===== config.mk =====
export PLATFORM = sky130hd
export DESIGN_NAME = i2c_paged_mem_slave
export DESIGN_NICKNAME = d
export VERILOG_FILES = /design/src/rtl/i2cpm_pkg.sv /design/src/rtl/i2cpm_line_sync.sv /design/src/rtl/i2cpm_store.sv /design/src/rtl/i2c_paged_mem_slave.sv
export SDC_FILE = /design/constraint.sdc
export NUM_CORES = 2
export LEC_CHECK = 0
export ABC_AREA = 0
export BUFFER_PORTS_ARGS = -buffer_cell sky130_fd_sc_hd__clkbuf_2
export CAP_MARGIN = 40
export CORE_MARGIN = 5
export CORE_UTILIZATION = 45
export DETAILED_ROUTE_END_ITERATION = 8
export GPL_TIMING_DRIVEN = 0
export SYNTH_ARGS = -nofsm -noshare
export SYNTH_HDL_FRONTEND = slang
export SYNTH_HIERARCHICAL = 1
export SYNTH_SLANG_ARGS = --single-unit

===== constraint.sdc =====
create_clock -name clk -period 8 [get_ports clk]
set_input_delay 1.6 -clock clk [delete_from_list [all_inputs] [get_ports clk]]
set_output_delay 1.6 -clock clk [all_outputs]
set_load 0.01 [all_outputs]

===== src/rtl/i2cpm_pkg.sv =====
package i2cpm_pkg;

    typedef enum logic [2:0] {
        S_IDLE,
        S_ADDR,
        S_AACK,
        S_WRX,
        S_WACK,
        S_TX,
        S_RACK,
        S_WAIT
    } slv_state_e;

    typedef struct packed {
        logic start;
        logic stop;
        logic rise;
        logic fall;
        logic sda;
    } bus_evt_t;

    function automatic logic addr_hit(input logic [7:0] devbyte, input logic [6:0] dev);
        return devbyte[7:1] == dev;
    endfunction

endpackage


===== src/rtl/i2cpm_line_sync.sv =====
module i2cpm_line_sync
    import i2cpm_pkg::*;
(
    input  logic     clk,
    input  logic     rst,
    input  logic     scl_i,
    input  logic     sda_i,
    output bus_evt_t ev,
    output logic     scl_q
);
    logic [2:0] scl_s;
    logic [2:0] sda_s;

    always_ff @(posedge clk) begin
        if (rst) begin
            scl_s <= 3'b111;
            sda_s <= 3'b111;
        end else begin
            scl_s <= {scl_s[1:0], scl_i};
            sda_s <= {sda_s[1:0], sda_i};
        end
    end

    // index 1 is the settled sample, index 2 is the previous one
    always_comb begin
        ev.rise  = scl_s[1] & ~scl_s[2];
        ev.fall  = ~scl_s[1] & scl_s[2];
        ev.start = scl_s[1] & scl_s[2] & sda_s[2] & ~sda_s[1];
        ev.stop  = scl_s[1] & scl_s[2] & ~sda_s[2] & sda_s[1];
        ev.sda   = sda_s[1];
    end

    assign scl_q = scl_s[1];

endmodule


===== src/rtl/i2cpm_store.sv =====
module i2cpm_store #(
    parameter int MEM_AW  = 8,
    parameter int PAGE_AW = 5
) (
    input  logic                      clk,
    input  logic                      rst,
    input  logic                      buf_we,
    input  logic [PAGE_AW-1:0]        buf_idx,
    input  logic [7:0]                buf_data,
    input  logic                      buf_clear,
    input  logic                      commit,
    input  logic [MEM_AW-PAGE_AW-1:0] page_base,
    input  logic [MEM_AW-1:0]         rd_addr,
    output logic [7:0]                rd_data
);
    localparam int DEPTH = 1 << MEM_AW;
    localparam int PAGE  = 1 << PAGE_AW;

    logic [7:0]      mem  [DEPTH];
    logic [7:0]      pbuf [PAGE];
    logic [PAGE-1:0] vld;

    always_ff @(posedge clk) begin
        if (buf_we) pbuf[buf_idx] <= buf_data;
    end

    always_ff @(posedge clk) begin
        if (rst || buf_clear || commit) vld <= '0;
        else if (buf_we) vld[buf_idx] <= 1'b1;
    end

    always_ff @(posedge clk) begin
        if (commit) begin
            for (int i = 0; i < PAGE; i++) begin
                if (vld[i]) mem[{page_base, PAGE_AW'(i)}] <= pbuf[i];
            end
        end
    end

    assign rd_data = mem[rd_addr];

endmodule


===== src/rtl/i2c_paged_mem_slave.sv =====
module i2c_paged_mem_slave
    import i2cpm_pkg::*;
#(
    parameter logic [6:0] DEV_ADDR    = 7'h50,
    parameter int         MEM_AW      = 8,
    parameter int         PAGE_AW     = 5,
    parameter int         BUSY_CYCLES = 1500
) (
    input  logic clk,
    input  logic rst,
    input  logic scl_i,
    input  logic sda_i,
    output logic sda_oe
);
    localparam int BW = $clog2(BUSY_CYCLES + 1);
    localparam int HW = MEM_AW - PAGE_AW;

    bus_evt_t            ev;
    logic                scl_q;
    slv_state_e          st;
    logic [2:0]          bitcnt;
    logic [7:0]          shreg;
    logic                got;
    logic [1:0]          idx;
    logic [7:0]          hi_q;
    logic [MEM_AW-1:0]   ptr;
    logic                has_data;
    logic [BW-1:0]       busy_cnt;
    logic                oe;
    logic                we_q, clr_q, commit_q;
    logic [PAGE_AW-1:0]  widx_q;
    logic [7:0]          wdata_q;
    logic [7:0]          rd_data;
    logic [15:0]         full_a;

    assign full_a = {hi_q, shreg};
    assign sda_oe = oe;

    i2cpm_line_sync i_sync (
        .clk(clk), .rst(rst), .scl_i(scl_i), .sda_i(sda_i), .ev(ev), .scl_q(scl_q)
    );

    i2cpm_store #(.MEM_AW(MEM_AW), .PAGE_AW(PAGE_AW)) i_store (
        .clk(clk), .rst(rst),
        .buf_we(we_q), .buf_idx(widx_q), .buf_data(wdata_q),
        .buf_clear(clr_q), .commit(commit_q),
        .page_base(ptr[MEM_AW-1:PAGE_AW]),
        .rd_addr(ptr), .rd_data(rd_data)
    );

    always_ff @(posedge clk) begin
        if (rst) begin
            st       <= S_IDLE;
            bitcnt   <= '0;
            shreg    <= '0;
            got      <= 1'b0;
            idx      <= '0;
            hi_q     <= '0;
            ptr      <= '0;
            has_data <= 1'b0;
            busy_cnt <= '0;
            oe       <= 1'b0;
            we_q     <= 1'b0;
            clr_q    <= 1'b0;
            commit_q <= 1'b0;
            widx_q   <= '0;
            wdata_q  <= '0;
        end else begin
            we_q     <= 1'b0;
            clr_q    <= 1'b0;
            commit_q <= 1'b0;
            if (busy_cnt != '0) busy_cnt <= busy_cnt - BW'(1);

            if (ev.start) begin
                st       <= S_ADDR;
                bitcnt   <= '0;
                got      <= 1'b0;
                oe       <= 1'b0;
                idx      <= '0;
                clr_q    <= 1'b1;
                has_data <= 1'b0;
            end else if (ev.stop) begin
                st  <= S_IDLE;
                oe  <= 1'b0;
                got <= 1'b0;
                if (has_data) begin
                    commit_q <= 1'b1;
                    busy_cnt <= BW'(BUSY_CYCLES);
                end
                has_data <= 1'b0;
            end else begin
                case (st)
                    S_ADDR, S_WRX: begin
                        if (ev.rise) begin
                            shreg  <= {shreg[6:0], ev.sda};
                            bitcnt <= bitcnt + 3'd1;
                            if (bitcnt == 3'd7) got <= 1'b1;
                        end else if (ev.fall && got) begin
                            got <= 1'b0;
                            if (st == S_ADDR) begin
                                if (addr_hit(shreg, DEV_ADDR) && busy_cnt == '0) begin
                                    st <= S_AACK;
                                    oe <= 1'b1;
                                end else begin
                                    st <= S_WAIT;
                                end
                            end else begin
                                st <= S_WACK;
                                oe <= 1'b1;
                                if (idx == 2'd0) begin
                                    hi_q <= shreg;
                                end else if (idx == 2'd1) begin
                                    ptr <= full_a[MEM_AW-1:0];
                                end else begin
                                    we_q     <= 1'b1;
                                    widx_q   <= ptr[PAGE_AW-1:0];
                                    wdata_q  <= shreg;
                                    has_data <= 1'b1;
                                    ptr      <= {ptr[MEM_AW-1:PAGE_AW], ptr[PAGE_AW-1:0] + PAGE_AW'(1)};
                                end
                                if (idx != 2'd2) idx <= idx + 2'd1;
                            end
                        end
                    end
                    S_AACK: begin
                        if (ev.fall) begin
                            bitcnt <= '0;
                            if (shreg[0]) begin
                                st    <= S_TX;
                                oe    <= ~rd_data[7];
                                shreg <= {rd_data[6:0], 1'b0};
                            end else begin
                                st <= S_WRX;
                                oe <= 1'b0;
                            end
                        end
                    end
                    S_WACK: begin
                        if (ev.fall) begin
                            st     <= S_WRX;
                            oe     <= 1'b0;
                            bitcnt <= '0;
                        end
                    end
                    S_TX: begin
                        if (ev.rise) begin
                            bitcnt <= bitcnt + 3'd1;
                            if (bitcnt == 3'd7) got <= 1'b1;
                        end else if (ev.fall) begin
                            if (got) begin
                                got <= 1'b0;
                                oe  <= 1'b0;
                                st  <= S_RACK;
                                ptr <= ptr + MEM_AW'(1);
                            end else begin
                                oe    <= ~shreg[7];
                                shreg <= {shreg[6:0], 1'b0};
                            end
                        end
                    end
                    S_RACK: begin
                        if (ev.rise) begin
                            got <= ~ev.sda;
                        end else if (ev.fall) begin
                            got <= 1'b0;
                            if (got) begin
                                st     <= S_TX;
                                bitcnt <= '0;
                                oe     <= ~rd_data[7];
                                shreg  <= {rd_data[6:0], 1'b0};
                            end else begin
                                st <= S_WAIT;
                            end
                        end
                    end
                    default: ;
                endcase
            end
        end
    end

    // an address ACK is only ever given with a matching device byte held
    a_r1_ack_needs_match: assert property (@(posedge clk) disable iff (rst)
        (st == S_AACK) |-> (shreg[7:1] == DEV_ADDR));

    // no address ACK while the busy window is open
    a_r7_busy_blocks_ack: assert property (@(posedge clk) disable iff (rst)
        (busy_cnt != '0) |-> (st != S_AACK));

    // data drive is stable while the sampled clock stays high
    a_r8_sda_moves_scl_low: assert property (@(posedge clk) disable iff (rst)
        (scl_q && $past(scl_q)) |-> $stable(oe));

    // page bits of the pointer hold while buffered data is pending
    a_r3_page_fixed: assert property (@(posedge clk) disable iff (rst)
        (has_data && $past(has_data)) |-> (ptr[MEM_AW-1:PAGE_AW] == $past(ptr[MEM_AW-1:PAGE_AW])));

    // every START lands in address reception with a clear bit count
    a_r9_start_resets: assert property (@(posedge clk) disable iff (rst)
        $past(ev.start) |-> (st == S_ADDR && bitcnt == 3'd0));

    // after an abandoned read the line is released
    a_r6_wait_released: assert property (@(posedge clk) disable iff (rst)
        (st == S_WAIT) |-> !oe);

    initial assert (HW >= 1 && MEM_AW <= 16);

endmodule


==> results <==
- The floorplan has 165 rows.
- The floorplan step defined a die boundary enclosing approximately 210000 µm².
- Along the worst hold path, the cell count comes to 1.
- The number of antenna violations at the first check in global routing is 50.
- Detailed placement finished with a half-perimeter wire length of around 280000 µm.
- The total congestion overflow is 0.
- The maximum count of clock buffers along a single path is 3.
- The number of nets handed over by synthesis was between 4000 and 5000.
- Of all flip-flops after synthesis, the portion carrying an async set or reset was 0.
- The required arrival time at the worst endpoint is ~8800 ps.
- For this design the top-level I/O count stands at 5.
- After synthesis, the share of cell area in mux cells is 0.1357.
- The share of synthesized area in the top cell type comes to 0.7588.
- The post-synthesis share of cell area spent on full adders, half adders and majority gates is 0.0009606.
- Of all nets on the critical path, the largest fanout is 10.
- The wire length of the first global-routing pass is about 490000 µm.
- The master cell of the clock root buffer is clkbuf_16.
- The final design area excluding fillers is about 100000 µm².
- The fraction of power spent switching nets is 0.2012.
- The mean instance size in the synthesized netlist is roughly 21 µm².
- The total area inside the core boundary comes to about 200000 µm².
- The H-tree generated during clock tree synthesis spans 4 levels.
- The post-placement setup slack is between 1500 and 2000 ps.
- Summed over all nets, the switching power comes to between 4 and 5 mW.
- At the later pin of the worst-skew pair, clock insertion delay measures about 900 ps.
- The sequential cell fraction of total power is 0.550.
- The number of max-capacitance violations reported is 0.
- The analysis attributes to cell leakage a power of 32.00 nW.
- The cell area power density is approximately 240 nW/µm².
- The post-synthesis instance total is between 4000 and 5000.
- The number of gates resized after CTS was 0.
- STA classifies the critical path startpoint as a flop.
- The Yosys step of the flow raised 6 warnings.
- The class of the most critical setup path is reg2reg.
- The combined buffer and inverter count along the critical path is 4.
- In this run, synthesis inferred 2304 flip-flops with an integrated enable.
- The count of port buffers added during placement is 4.
- The cell accounting for the most synthesized area is edfxtp_1.
- Across all register-to-register paths, the minimum setup slack is about 1400 ps.
- The number of nets in the final layout is between 4000 and 5000.
- The run finished with clean final reports.
- The largest net degree at the start of global routing is 34.
- The worst path needs 6626 ps of the cycle, external delays included.
- The clock buffer count from CTS is 232.
- Measured in cells, the most critical reg-to-reg path has a length of 11.
- Data on the critical path arrives at its endpoint at around 7400 ps.
- The combinational group share of total power is 0.006.
- The post-CTS setup repair buffer count is 0.
- The summed negative setup slack over all endpoints is 0 ps.
- On the worst path, the slowest cell contributes a delay of roughly 970 ps.
- The remaining max-slew budget at the tightest pin is 0.1919.
- The final hold slack is between 400 and 500 ps.
- The main combinational cell family by area after synthesis is multiplexers.
- The max-slew violation count was 0.
- The synthesized netlist occupies a cell area of ~90000 µm².
- The design draws roughly 25 mW.
- The overall track demand over capacity in global routing is 0.3628.
- The part of the total power dissipated in the clock network is 0.444.
- The starting density of the core is 0.4516.
- Dividing the final minimum period by the clock period gives 0.8282.
- The count of hold-fix buffers inserted at cts is 0.
- The final setup violation count is 0.
- The cell area after placement is 97000 µm².
- The DRC violation count after routing is 0.
- Setup repair after global routing left no endpoint under its margin.
- The family of cells with the greatest summed delay on the critical path is buffers and inverters.
- The worst setup path is captured at a flop.
- At the pin with the least slew margin, the transition time is approximately 1200 ps.
- The final hold violation count came to 0.
- Counting flops and latches in the post-synthesis netlist gives roughly 2400.
- From synthesis to final layout, the design area changed by 14.84%.
- The complex-gate fraction of the synthesized area is 0.03641.
- The dominant synthesized flop cell is edfxtp_1.
- The instance count on the critical path is 11.
- The detailed router placed roughly 54000 vias in this run.
- The area share of xor/xnor cells in the synthesized design is 0.0007685.
- The share of the Yosys chip area taken by registers is 0.7790.
- The signal on the critical path passes through buf_2 > buf_2 > buf_4 > buf_2 > nand3_1 > o22ai_1 > o41a_1 > nor3_1 > nor3_1 > nand2_1 > a311oi_1.
- The clock drives approximately 2400 sinks.
- The final setup skew is ~60 ps.
- The internal power of the cells totals 19.71 mW.
- The cell with the biggest individual delay on the critical path is o22ai_1.
- In the final layout, the share of cells above drive strength 1 is 0.2426.
- The worst hold path class is reg2reg.
- Of the total synthesized cell area, the portion taken by AND, OR, NAND and NOR gates is 0.03103.
- After detailed routing, the average wire length per cell comes to 49.62 µm.
- The final wirelength is 385800 µm.
- Setup slack on the critical path of the routed design comes to 1374 ps.
- The worst vdd rail ir drop is between 0.0002 and 0.00025 V.
- The most repeated library cell on the critical path is buf_2.
- The register clock-pin slew on the reported worst setup and hold paths is 60 ps.
- Routability-driven placement finished with a final weighted congestion of 1.035.
- Synthesis instantiated 81 different standard cells from the library.
- The die is 460.1 µm wide.
- Using the TritonRoute via totals, the vias-per-cell ratio works out to between 6 and 7.
- The count of nets left with antenna violations once routing finished came out at 0.
- The CTS tree is built.
- The number of violations reported at the end of detailed-routing iteration 0 is between 9000 and 10000.
- Static timing analysis puts the maximum clock frequency at between 0.15 and 0.2 GHz.
- The first-pass detailed-route iteration total is 6.
- The vertical die dimension is between 400 and 500 µm.
- Ranked by total cell area, the synthesized netlist is headed by edfxtp_1, mux4_2, dfxtp_1.
- The number of global-route vias before repair is 49700.
## synth_stat cells (7+ instances only)
cell / n
buf_4: 30
o21a_1: 33
clkbuf_1: 112
nand3b_1: 13
mux2i_1: 173
inv_1: 14
buf_2: 55
buf_1: 14
nor3_1: 35
o22ai_1: 59
a311oi_1: 8
nand2b_1: 20
o31ai_1: 10
o32ai_1: 7
nor2b_1: 26
o211ai_1: 12
nor4_1: 10
a22oi_1: 31
nand2_1: 93
edfxtp_1: 2304
o221ai_1: 44
dfxtp_1: 92
a22o_1: 44
nor2_1: 371
o21ai_0: 27
mux4_2: 465
a221oi_1: 39
nand3_1: 22
buf_6: 33
mux2_2: 15
a211oi_1: 18
a31oi_1: 8
ha_1: 7
a21oi_1: 63
## placed cells by master, fill, tap and decap left out, drive strengths merged, types with 21 or more instances in the layout
cell / Yosys / final
mux4: 465 / 465
a221oi: 39 / 39
nor3: 35 / 35
a22oi: 31 / 31
inv: 15 / 21
o21ai: 27 / 27
nor2b: 26 / 26
o221ai: 44 / 44
o22ai: 59 / 59
a21oi: 64 / 64
dfxtp: 92 / 92
nand3: 23 / 23
nand2: 93 / 93
buf: 136 / 376
o21a: 33 / 33
edfxtp: 2304 / 2304
mux2i: 173 / 173
clkbuf: 112 / 417
clkinv: 0 / 98
nor2: 371 / 371
a22o: 44 / 44
## final cells by class
cell class / instances / area (µm²)
buffer: 248 / 1433
sequential: 2396 / 71050
timing repair buffer: 244 / 2486
multi-input combinational: 1747 / 18710
clock inverter: 132 / 1383
inverter: 15 / 56.30
fill: 16040 / 97210
clock buffer: 301 / 6196
tap: 2672 / 3343
antenna: 20 / 50.05
## power by group through the flow
stage               logic (mW)  registers [mW]  clock network [mW]
floorplan                0.120            13.8                   0
global placement         0.152            13.8                   0
detailed placement       0.157            13.8                   0
CTS                      0.159            13.6                11.0
global route             0.183            13.6                11.6
finish                   0.159            13.6                10.9
## sequential cells by signal, summed over array words and instances, names as in the netlist, 2 cells and up
register      count
bitcnt            3
busy_cnt         11
i_store/mem    2048
i_store/pbuf    256
i_store/vld      32
i_sync/scl_s      3
i_sync/sda_s      3
idx               2
ptr               8
shreg             8
st                3
wdata_q           8
widx_q            5
## through the flow
step                utilization  std cells
finish                   0.5186       7775
global route             0.5184       7761
CTS                      0.5180       7747
detailed placement       0.4804       7314
global placement         0.4682       7082
floorplan                     -       4406
## logic make-up (layout without fill, tap and decap cells)
kind of cell               Yosys count  in the layout
buffers and inverters              263            940
muxes                              653            653
adders and majority gates            7              7
other                                0             20
DFF                               2396           2396
and+or+nand+nor                    635            635
AOI/OAI and AO/OA                  444            444
xor gates and xnor gates             8              8
## worst paths after layout
kind                               from                          to
max                 ptr[1]$_SDFFE_PP0P_       shreg[6]$_SDFFE_PP0P_
min          i_sync/scl_s[0]$_SDFF_PP1_  i_sync/scl_s[1]$_SDFF_PP1_
max reg2reg         ptr[1]$_SDFFE_PP0P_       shreg[6]$_SDFFE_PP0P_
min reg2reg  i_sync/scl_s[0]$_SDFF_PP1_  i_sync/scl_s[1]$_SDFF_PP1_
## metal layers
layer / up-vias / global-route usage / part of all wire
li1: 19260 / - / -
met1: 28280 / 0.4743 / 0.35
met2: 5061 / 0.5240 / 0.43
met3: 945 / 0.1227 / 0.15
met4: 8 / 0.2285 / 0.080
met5: - / 0 / 0.00013
Power figures use the tool's default switching activity.
